## src/rtl/ee_rd_pkg.sv

```systemverilog
// Package: shared state encoding and constants for the serial EEPROM reader.
// Assumes: one data word width for every device this block talks to.
package ee_rd_pkg;

    localparam int WORD_W = 16;

    typedef enum logic [3:0] {
        S_IDLE,
        S_GAP,
        S_SETUP,
        S_CMD_LO,
        S_CMD_HI,
        S_MID,
        S_RD_HI,
        S_RD_LO,
        S_END
    } ee_state_e;

endpackage

```

## src/rtl/ee_phase_timer.sv

```systemverilog
// Phase timer: counts system cycles inside one sequencer phase and flags the
// last cycle of the phase. Assumes len_i >= 1 and that clr_i or done_o
// restarts the count whenever the phase changes.
module ee_phase_timer #(
    parameter int MAX_LEN = 4,
    localparam int LW = $clog2(MAX_LEN + 1)
) (
    input  logic          clk,
    input  logic          rst_n,
    input  logic          clr_i,
    input  logic [LW-1:0] len_i,
    output logic          done_o
);
    logic [LW-1:0] cnt_q;

    // Last cycle of the phase.
    assign done_o = ((cnt_q + 1'b1) == len_i);

    // Cycle counter, restarted at every phase boundary.
    always_ff @(posedge clk) begin
        if (!rst_n)               cnt_q <= '0;
        else if (clr_i || done_o) cnt_q <= '0;
        else                      cnt_q <= cnt_q + 1'b1;
    end

    // The count never runs past the phase length (R5 timing base).
    p_no_overflow_r5: assert property (@(posedge clk) disable iff (!rst_n)
        cnt_q < len_i);
endmodule

```

## src/rtl/ee_frame_shifter.sv

```systemverilog
// Frame shifter: holds the outgoing command/address frame and presents its
// most significant bit. Assumes load and shift are never requested together.
module ee_frame_shifter #(
    parameter int FRAME_W = 11
) (
    input  logic               clk,
    input  logic               rst_n,
    input  logic               load_i,
    input  logic [FRAME_W-1:0] frame_i,
    input  logic               shift_i,
    output logic               msb_o
);
    logic [FRAME_W-1:0] sr_q;

    assign msb_o = sr_q[FRAME_W-1];

    // Load a new frame or move the next bit into the MSB position.
    always_ff @(posedge clk) begin
        if (!rst_n)       sr_q <= '0;
        else if (load_i)  sr_q <= frame_i;
        else if (shift_i) sr_q <= {sr_q[FRAME_W-2:0], 1'b0};
    end
endmodule

```

## src/rtl/ee_word_capture.sv

```systemverilog
// Word capture: gathers serial data bits, most significant bit first.
// Assumes exactly WORD_W samples per word; older bits fall off the top.
module ee_word_capture #(
    parameter int WORD_W = 16
) (
    input  logic              clk,
    input  logic              rst_n,
    input  logic              sample_i,
    input  logic              din_i,
    output logic [WORD_W-1:0] word_o
);
    // Shift one sampled bit into the bottom of the word.
    always_ff @(posedge clk) begin
        if (!rst_n)        word_o <= '0;
        else if (sample_i) word_o <= {word_o[WORD_W-2:0], din_i};
    end
endmodule

```

## src/rtl/ee_seq.sv

```systemverilog
// Sequencer: walks each word read through gap, select, command, turnaround,
// data and end phases, and tracks the burst address and remaining count.
// Assumes done_i marks the last cycle of the current phase and that the
// timer restarts on every phase change.
module ee_seq
    import ee_rd_pkg::*;
#(
    parameter int ADDR_W  = 8,
    parameter int CNT_W   = 8,
    parameter int FRAME_W = 11
) (
    input  logic              clk,
    input  logic              rst_n,
    input  logic              start_i,
    input  logic [ADDR_W-1:0] addr_i,
    input  logic [CNT_W-1:0]  count_i,
    input  logic              done_i,
    output logic              tmr_clr_o,
    output logic              gap_phase_o,
    output logic              frm_load_o,
    output logic              frm_shift_o,
    output logic              cap_sample_o,
    output logic              sel_o,
    output logic              sk_o,
    output logic              di_from_frame_o,
    output logic              valid_o,
    output logic              busy_o,
    output logic [ADDR_W-1:0] addr_o
);
    localparam int MAXB = (FRAME_W > WORD_W) ? FRAME_W : WORD_W;
    localparam int BW   = $clog2(MAXB) + 1;

    ee_state_e         st_q, st_d;
    logic [CNT_W-1:0]  left_q;
    logic [ADDR_W-1:0] adr_q;
    logic [BW-1:0]     bit_q;
    logic              last_cmd, last_rd;

    assign last_cmd = (bit_q == BW'(FRAME_W - 1));
    assign last_rd  = (bit_q == BW'(WORD_W - 1));

    // Next-state choice, driven by the phase timer.
    always_comb begin
        st_d = st_q;
        unique case (st_q)
            S_IDLE:   if (start_i && (count_i != '0)) st_d = S_GAP;
            S_GAP:    if (done_i) st_d = S_SETUP;
            S_SETUP:  if (done_i) st_d = S_CMD_LO;
            S_CMD_LO: if (done_i) st_d = S_CMD_HI;
            S_CMD_HI: if (done_i) st_d = last_cmd ? S_MID : S_CMD_LO;
            S_MID:    if (done_i) st_d = S_RD_HI;
            S_RD_HI:  if (done_i) st_d = S_RD_LO;
            S_RD_LO:  if (done_i) st_d = last_rd ? S_END : S_RD_HI;
            S_END:    st_d = (left_q == CNT_W'(1)) ? S_IDLE : S_GAP;
            default:  st_d = S_IDLE;
        endcase
    end

    // State, burst address and remaining word count.
    always_ff @(posedge clk) begin
        if (!rst_n) begin
            st_q   <= S_IDLE;
            left_q <= '0;
            adr_q  <= '0;
        end else begin
            st_q <= st_d;
            if (st_q == S_IDLE && st_d == S_GAP) begin
                left_q <= count_i;
                adr_q  <= addr_i;
            end else if (st_q == S_END && st_d == S_GAP) begin
                left_q <= left_q - 1'b1;
                adr_q  <= adr_q + 1'b1;
            end
        end
    end

    // Bit counter for the command and data phases.
    always_ff @(posedge clk) begin
        if (!rst_n)
            bit_q <= '0;
        else if (st_q == S_SETUP || st_q == S_MID)
            bit_q <= '0;
        else if ((st_q == S_CMD_HI || st_q == S_RD_LO) && done_i)
            bit_q <= bit_q + 1'b1;
    end

    // Phase decode of controls and pin levels.
    always_comb begin
        tmr_clr_o       = (st_q == S_IDLE) || (st_q == S_END);
        gap_phase_o     = (st_q == S_GAP);
        frm_load_o      = (st_q == S_GAP) && done_i;
        frm_shift_o     = (st_q == S_CMD_HI) && done_i;
        cap_sample_o    = (st_q == S_RD_HI) && done_i;
        sel_o           = (st_q == S_SETUP) || (st_q == S_CMD_LO) ||
                          (st_q == S_CMD_HI) || (st_q == S_MID) ||
                          (st_q == S_RD_HI) || (st_q == S_RD_LO);
        sk_o            = (st_q == S_CMD_HI) || (st_q == S_RD_HI);
        di_from_frame_o = (st_q == S_CMD_LO) || (st_q == S_CMD_HI);
        valid_o         = (st_q == S_END);
        busy_o          = (st_q != S_IDLE);
    end

    assign addr_o = adr_q;

    // No more than FRAME_W command bits are sent per word.
    p_frame_len_r2: assert property (@(posedge clk) disable iff (!rst_n)
        (st_q == S_CMD_LO || st_q == S_CMD_HI) |-> (bit_q < BW'(FRAME_W)));

    // A start while busy leaves the burst untouched.
    p_ignore_busy_r9: assert property (@(posedge clk) disable iff (!rst_n)
        (start_i && st_q != S_IDLE && st_q != S_END)
        |=> ($stable(left_q) && $stable(adr_q)));

    // A zero-length request is not accepted.
    p_zero_count_r10: assert property (@(posedge clk) disable iff (!rst_n)
        (st_q == S_IDLE && start_i && count_i == '0) |=> !busy_o);

    // Busy drops right after the final strobe.
    p_burst_end_r8: assert property (@(posedge clk) disable iff (!rst_n)
        (valid_o && left_q == CNT_W'(1)) |=> !busy_o);
endmodule

```

## src/rtl/ee_word_reader.sv

```systemverilog
// Serial EEPROM word reader top: ties the phase timer, frame shifter, word
// capture and sequencer together and forms the command frame.
// Assumes: the device shifts data out on rising serial clock edges and
// holds each bit through the following high phase.
module ee_word_reader #(
    parameter int              ADDR_W   = 8,
    parameter int              OPC_W    = 3,
    parameter logic [OPC_W-1:0] RD_OPC  = 3'b110,
    parameter int              CNT_W    = 8,
    parameter int              HALF_DIV = 2,
    parameter int              CS_GAP   = 4
) (
    input  logic              clk,
    input  logic              rst_n,
    input  logic              start_i,
    input  logic [ADDR_W-1:0] addr_i,
    input  logic [CNT_W-1:0]  count_i,
    output logic              busy_o,
    output logic [15:0]       word_o,
    output logic              word_valid_o,
    output logic              rom_sel_o,
    output logic              cs_o,
    output logic              sk_o,
    output logic              di_o,
    input  logic              do_i
);
    localparam int FRAME_W = OPC_W + ADDR_W;
    localparam int TMAX    = (HALF_DIV > CS_GAP) ? HALF_DIV : CS_GAP;
    localparam int LW      = $clog2(TMAX + 1);

    logic              done, tmr_clr, gap_phase, frm_load, frm_shift;
    logic              cap_sample, sel, di_frame, frm_msb;
    logic [ADDR_W-1:0] cur_addr;
    logic [FRAME_W-1:0] frame;
    logic [LW-1:0]     phase_len;

    // Opcode merged above the word address.
    assign frame     = (FRAME_W'(RD_OPC) << ADDR_W) | FRAME_W'(cur_addr);
    assign phase_len = gap_phase ? LW'(CS_GAP) : LW'(HALF_DIV);

    ee_phase_timer #(.MAX_LEN(TMAX)) u_tmr (
        .clk(clk), .rst_n(rst_n), .clr_i(tmr_clr),
        .len_i(phase_len), .done_o(done)
    );

    ee_frame_shifter #(.FRAME_W(FRAME_W)) u_frm (
        .clk(clk), .rst_n(rst_n), .load_i(frm_load), .frame_i(frame),
        .shift_i(frm_shift), .msb_o(frm_msb)
    );

    ee_word_capture #(.WORD_W(16)) u_cap (
        .clk(clk), .rst_n(rst_n), .sample_i(cap_sample),
        .din_i(do_i), .word_o(word_o)
    );

    ee_seq #(.ADDR_W(ADDR_W), .CNT_W(CNT_W), .FRAME_W(FRAME_W)) u_seq (
        .clk(clk), .rst_n(rst_n), .start_i(start_i), .addr_i(addr_i),
        .count_i(count_i), .done_i(done), .tmr_clr_o(tmr_clr),
        .gap_phase_o(gap_phase), .frm_load_o(frm_load),
        .frm_shift_o(frm_shift), .cap_sample_o(cap_sample), .sel_o(sel),
        .sk_o(sk_o), .di_from_frame_o(di_frame), .valid_o(word_valid_o),
        .busy_o(busy_o), .addr_o(cur_addr)
    );

    assign cs_o      = sel;
    assign rom_sel_o = sel;
    assign di_o      = di_frame & frm_msb;

    // Data towards the device is settled before the clock rises.
    p_di_setup_r3: assert property (@(posedge clk) disable iff (!rst_n)
        $rose(sk_o) |-> $stable(di_o));

    // All serial pins are released when a word is handed over.
    p_valid_quiet_r6: assert property (@(posedge clk) disable iff (!rst_n)
        word_valid_o |-> (!cs_o && !sk_o && !di_o));
endmodule

```

## config.mk

```make
export PLATFORM = sky130hd
export DESIGN_NAME = ee_word_reader
export DESIGN_NICKNAME = d
export VERILOG_FILES = /design/src/rtl/ee_rd_pkg.sv /design/src/rtl/ee_phase_timer.sv /design/src/rtl/ee_frame_shifter.sv /design/src/rtl/ee_word_capture.sv /design/src/rtl/ee_seq.sv /design/src/rtl/ee_word_reader.sv
export SDC_FILE = /design/constraint.sdc
export NUM_CORES = 1
export LEC_CHECK = 0
export ABC_CLOCK_PERIOD_IN_PS = 3500
export BUFFER_PORTS_ARGS = -buffer_cell sky130_fd_sc_hd__buf_2
export CORE_MARGIN = 1
export CORE_UTILIZATION = 25
export DETAILED_ROUTE_END_ITERATION = 7
export PLACE_DENSITY = 0.4
export SLEW_MARGIN = 40
export SYNTH_ARGS = -nofsm -noshare
export SYNTH_HDL_FRONTEND = slang
export SYNTH_SLANG_ARGS = --single-unit
```

## constraint.sdc

```tcl
create_clock -name clk -period 3.5 [get_ports clk]
set_clock_uncertainty 0.2 [all_clocks]
set_input_delay 0.7 -clock clk [delete_from_list [all_inputs] [get_ports clk]]
set_output_delay 0.7 -clock clk [all_outputs]
set_load 0.02 [all_outputs]
```

==> results of run 1 <==
cell type report:
| cell class | count | area share |
|---|---|---|
| Multi-Input combinational cell | 258 | 0.495 |
| Sequential cell | 55 | 0.321 |
| Timing Repair Buffer | 49 | 0.0774 |
| Tap cell | 143 | 0.0522 |
| Clock buffer | 5 | 0.0365 |
| Inverter | 8 | 0.00876 |
| Clock inverter | 3 | 0.00840 |
kinds of logic (layout without fill, tap and decap cells):
kind of cell             count (synthesis)  after routing  synth area share
multiplexers                             8              8            0.0275
flip-flops                              55             55             0.378
buffers and inverters                   31             65            0.0456
adder cells (fa/ha/maj)                  7              7            0.0301
AO/OA/AOI/OAI                           94             94             0.236
AND/OR/NAND/NOR                        146            146             0.271
XOR/XNOR                                 3              3            0.0116
report_power, final:
| part | total, mW | switching [mW] | internal, mW |
|---|---|---|---|
| Combinational | 0.236 | 0.142 | 0.0936 |
| Clock | 0.535 | 0.261 | 0.274 |
| Sequential | 0.694 | 0.0430 | 0.651 |
per-layer routing:
| metal | vias to the layer above | wire [um] |
|---|---|---|
| met5 | - | 0 |
| li1 | 1362 | - |
| met3 | 11 | 275 |
| met4 | 0 | 124 |
| met1 | 1249 | 4090 |
| met2 | 42 | 3520 |
worst register-to-register path: stages, from the launching register on:
cell	delay, ns
dfxtp_1	0.49
ha_1	0.29
xor2_2	0.48
nand3_1	0.45
a2111o_1	0.48
a31oi_1	0.16
synth_stat cells (2+ instances only):
cell       number  share of area
nor2_1         17          0.022
inv_1           6         0.0077
o22ai_1         4         0.0086
nand2_1        43          0.055
mux2i_1         8          0.028
a21oi_1        15          0.026
a22oi_1         4          0.010
and3b_1         2         0.0060
a31oi_1         5          0.011
nand2b_1        3         0.0064
o21a_1          2         0.0052
clkinv_1        2         0.0026
or4b_1          2         0.0069
a32o_1          3          0.010
o21ai_0        23          0.040
a211o_1         2         0.0060
a221o_1         7          0.024
a211oi_1        3         0.0077
nand4b_1        2         0.0060
clkbuf_1       16          0.021
nand3b_1        3         0.0077
a41oi_1         2         0.0060
ha_1            7          0.030
buf_2           3         0.0052
dfxtp_1        55           0.38
and3_1          7          0.015
o32ai_1         7          0.021
o21ai_1         2         0.0034
or3_1           3         0.0064
nand3_1        26          0.045
nand4_1         3         0.0064
nor3_1         10          0.017
a2bb2oi_1       4          0.012
nor2b_1         3         0.0064
and2_1          4         0.0086
nor4_1          5          0.011
or2_2           2         0.0043
xnor2_1         2         0.0060
state kept, by name, indices dropped and copies added, names as in the netlist:
name          count
u_cap.word_o     16
u_seq.left_q      8
u_seq.bit_q       5
u_frm.sr_q       11
u_tmr.cnt_q       3
u_seq.st_q        4
u_seq.addr_o      8
final timing paths:
| check | startpoint | to | slack (ns) | cells past startpoint |
|---|---|---|---|---|
| worst min-delay path | u_cap.word_o[15] | u_cap.word_o[15] | 0.26 | 2 |
| worst max register to register | u_tmr.cnt_q[0] | u_seq.st_q[0] | 0.88 | 5 |
| worst min register to register | u_cap.word_o[15] | u_cap.word_o[15] | 0.26 | 2 |
| worst max-delay path | u_seq.st_q[1] | di_o | 0.83 | 4 |
stage by stage:
| step | utilization | instance area (um^2) |
|---|---|---|
| after floorplan | - | 2910 |
| after global placement | 0.287 | 3260 |
| after detailed placement | 0.287 | 3270 |
| after CTS | 0.301 | 3420 |
| after global routing | 0.301 | 3430 |
| final | 0.301 | 3430 |
==> out/metrics.cfg, run 1 <==
[cts]
cts_resized = 0
worstSkewPairLatency_ns = 0.30
cts-root-buf = clkbuf_16
htreeDepth = 2
post_cts_buffers = 0
clock-sinks = 55
path_clk_slew_ns = 0.08
holdBufCountCts = 0
cts_buffer_depth = 2
cts_tree = done
cts_made_buffers = 5

[worst_setup_path]
critPathMaxStageDelay_ns = 0.65
cp.arrival_ns = 1.77
crit_type = reg2out
required_ns = 2.60
worstPathMaxFanout = 16
crit_chain = nand2_1 > mux2i_1 > and3_1 > buf_2
path_delay_family = flip-flops
startpoint_type = flip-flop
cp-end-kind = primary output
path_buf_inv = 1
worst_path_max_delay_cell = dfxtp_1

[detailed_routing]
wirelength_mm = 8.01
drc = 0
avgViaCountPerCell = 5.11
dr.first_iter.drc_count = 69
ant_nets = 0
dr.pass1.iters = 4
vias = 2664
wl_per_cell_um = 15.4

[global_routing]
grt_max_degree = 40
grt_pass1_vias = 2478
track_usage = 0.140
grt_overflow = 0
grt_pass1_wl_mm = 13.0
antenna_found_initial = 0
grtUsageMet1 = 0.200
global_route.usage.met3 = 0.0255
met2_usage = 0.207
busiest_layer = met2

[placed_design]
gp_congestion = 0.757
dp_slack_ns = 0.678
port_buffers = 41
place_inst = 513
dp_hpwl_mm = 5.52

[floorplanning]
die_area_um2 = 12100
coreArea_um2 = 11400
start_util = 0.256
io_pins = 42
dieWidth_um = 110
dieHeight_um = 110
num_rows = 39

[power_and_ir_drop]
powerDensity_nw_per_um2 = 427
ir_worst_vdd_mv = 0.177
p_total_mw = 1.46
p_leak_nw = 1.27

[synth]
ys_warn_count = 0
syn-instance-count = 344
syn_nets = 371
synth_area_per_cell_um2 = 8.46
synth_cell_types = 65
netlist_area_um2 = 2910
synth_edf_count = 0
async_flop_share = 0
ys_ff_latch = 55
ys.flop_type = dfxtp_1
yosysSeqAreaShare = 0.378

[timing]
finalSetupViolations = 0
rsz0062_at_grt = no
finalSetupTns_ns = 0
maxSlewHeadroom = 0.540
drv_slew = 0
hold_viol = 0
whs_ns = 0.258
final.setup.worst_slack_ns = 0.834
post-route-period-util = 0.762
max_freq_mhz = 375
post-route-min-period_ns = 2.67
tightest_slew_ns = 0.685

[outcome]
run_status = finished, final reports clean

[finish]
antenna_cells = 0
final_cell_count_no_fill = 521
nets = 404
multi_input_area_um2 = 1700
fillers = 1235
final_common_cell = dfxtp_1
area_delta_synth_final_pct = 17.8
mostFrequentLayoutCells = 55 x dfxtp_1, 43 x nand2_1, 41 x buf_2
seq_area_um2 = 1100
drive_gt1_frac = 0.188

[flow_run]
cap_violations = 0

[worst_hold_path]
hold_class = reg2reg

No activity file was read; power rests on OpenSTA's default activity.
==> run 2: changes to the inputs <==
ABC_CLOCK_PERIOD_IN_PS = 2200   (was 3500)
PLACE_DENSITY = 0.42   (was 0.4)
clock period = 2.2 ns   (was 3.5 ns; I/O delays follow)
==> run 2 against run 1 <==
  * The flow now finishes with violations (design-rule violations)
  * Critical endpoint unchanged
  * Final area grew 7.7%
  * Largest cell class unchanged
  * Register-to-register slack lost 0.73 ns
  * Sequential share of layout area shrank 2.2 points
==> out/metrics.cfg, run 2 (synthesis gave the netlist of run 1 again) <==
[flow_run]
cap_violations = 0

[floorplanning]
dieWidth_um = 110
coreArea_um2 = 11400
die_area_um2 = 12100
io_pins = 42
dieHeight_um = 110
num_rows = 39
start_util = 0.256

[cts]
htreeDepth = 2
path_clk_slew_ns = 0.07
worstSkewPairLatency_ns = 0.30
cts_buffer_depth = 2
holdBufCountCts = 0
clock-sinks = 55
cts-root-buf = clkbuf_16
cts_made_buffers = 5
cts_tree = done

[power_and_ir_drop]
p_int_mw = 1.82
switching_power_mw = 0.696
power.share.clock = 0.386
sequentialPowerShare = 0.429
p_leak_nw = 1.43
p_comb_frac = 0.186
swShare = 0.277
powerDensity_nw_per_um2 = 680
ir_worst_vdd_mv = 0.439

[outcome]
violations = design-rule violations
run_status = complete, but fails checks

[worst_hold_path]
hold_class = in2reg
hold_path_end = u_cap.word_o[0]
hold_depth = 3
hp-start = do_i

[finish]
top_regs = u_cap.word_o: 16 flops, u_frm.sr_q: 11 flops
top_register = u_cap.word_o
drive_gt1_frac = 0.243
area_delta_synth_final_pct = 26.9
nets = 430
antenna_cells = 0
final_common_cell = dfxtp_1
final_cell_area_um2 = 3690
mostFrequentLayoutCells = 53 x dfxtp_1, 43 x nand2_1, 40 x buf_2
largest_register_ffs = 16

[worst_setup_path]
path_delay_family = simple AND/OR/NAND/NOR gates
r2r.worst_path.cells = 6
path_buf_inv = 2
required_ns = 1.56
r2r-end = u_seq.left_q[3]
cp-end-kind = primary output
rrSetupSlack_ns = 0.15
worst_path_max_delay_cell = dfxtp_1
worstPathMaxFanout = 8
crit_chain = buf_4 > or2_4 > mux2i_1 > and3_1 > buf_6
startpoint_type = flip-flop
critPathMaxStageDelay_ns = 0.31
crit_type = reg2out
cp.arrival_ns = 1.48
r2r-start = u_seq.st_q[3]

[detailed_routing]
wl_per_cell_um = 14.6
ant_nets = 0
avgViaCountPerCell = 5.02
drc = 2
wirelength_mm = 7.99
dr.first_iter.drc_count = 134
dr.pass1.iters = 6
vias = 2746

[timing]
hold_viol = 0
whs_ns = 0.162
finalSetupTns_ns = 0
tightest_slew_ns = 0.560
post-route-min-period_ns = 2.12
rsz0062_at_grt = no
final.setup.worst_slack_ns = 0.0823
drv_slew = 0
max_freq_mhz = 472
maxSlewHeadroom = 0.623
finalSetupViolations = 0
post-route-period-util = 0.963

[placed_design]
post_dp_cell_area_um2 = 3470
dp_slack_ns = 0.0883
dp_hpwl_mm = 5.82
port_buffers = 41
gp_congestion = 0.788

[global_routing]
grt_pass1_vias = 2526
grt_max_degree = 43
grt_overflow = 0
grt_pass1_wl_mm = 13.0
track_usage = 0.141
antenna_found_initial = 0

## run 2: cell types whose count changed in the layout (fill, tap and decap cells not counted), sizes merged
cell | before | now
buf | 49 | 75
clkinv | 4 | 1
bufinv | 0 | 1
clkbuf | 5 | 6
clkinvlp | 0 | 1
## run 2: metrics by stage
stage | power [mW] | std cells | util
4_1_cts | 2.54 | 545 | 0.322
2_1_floorplan | 1.38 | 344 | -
5_1_grt | 2.64 | 547 | 0.325
6_report | 2.51 | 547 | 0.325
3_3_place_gp | 1.55 | 537 | 0.306
3_5_place_dp | 1.55 | 537 | 0.306
## run 2: worst register-to-register path, stage by stage, from the launching register on
cell and delay (ns):
dfxtp_1 0.35, buf_4 0.23, nor4b_4 0.33, o21a_1 0.32
nor2_2 0.08, buf_4 0.17, o32ai_1 0.28
## run 2: final cells by class
type / count / area, um^2
Fill cell: 1212 / 7680
Multi-Input combinational cell: 258 / 1700
Sequential cell: 55 / 1100
Timing Repair Buffer: 75 / 495
Tap cell: 143 / 179
Clock buffer: 6 / 139
Clock inverter: 2 / 38.8
Inverter: 8 / 33.8
## run 2: metal layers
| metal | part of all wire | routed length (um) | vias up | global-route usage |
|---|---|---|---|---|
| met2 | 0.44 | 3520 | 46 | 0.209 |
| li1 | - | - | 1421 | - |
| met1 | 0.51 | 4110 | 1274 | 0.199 |
| met3 | 0.033 | 267 | 5 | 0.0350 |
| met5 | 0 | 0 | - | 0 |
| met4 | 0.012 | 93 | 0 | 0.0400 |
## run 2: power by group through the flow
stage | Sequential, mW | Clock, mW | Combinational [mW]
final | 1.08 | 0.968 | 0.467
after global routing | 1.08 | 1.04 | 0.518
after CTS | 1.07 | 1.01 | 0.459
after detailed placement | 1.10 | 0 | 0.455
after global placement | 1.10 | 0 | 0.456
after floorplan | 1.09 | 0 | 0.295
## run 2: worst max path at each step
stage                              start        endpoint  slack (ns)  depth (start not counted)
after floorplan           u_tmr.cnt_q[0]   u_frm.sr_q[2]        0.06                          6
after global placement    u_tmr.cnt_q[0]  u_seq.bit_q[3]         0.1                          5
after detailed placement  u_tmr.cnt_q[0]  u_seq.bit_q[3]        0.09                          5
after CTS                  u_seq.st_q[0]            di_o       0.002                          5
after global routing      u_tmr.cnt_q[0]  u_seq.bit_q[3]       0.003                          5
final                      u_seq.st_q[0]            di_o        0.08                          5
## run 2: what timing repair did
action / CTS / global route
pin swaps: 0 / 3
gates resized for setup: 2 / 6
buffers inserted: 0 / 2
endpoints found under the setup margin: 1 / 12
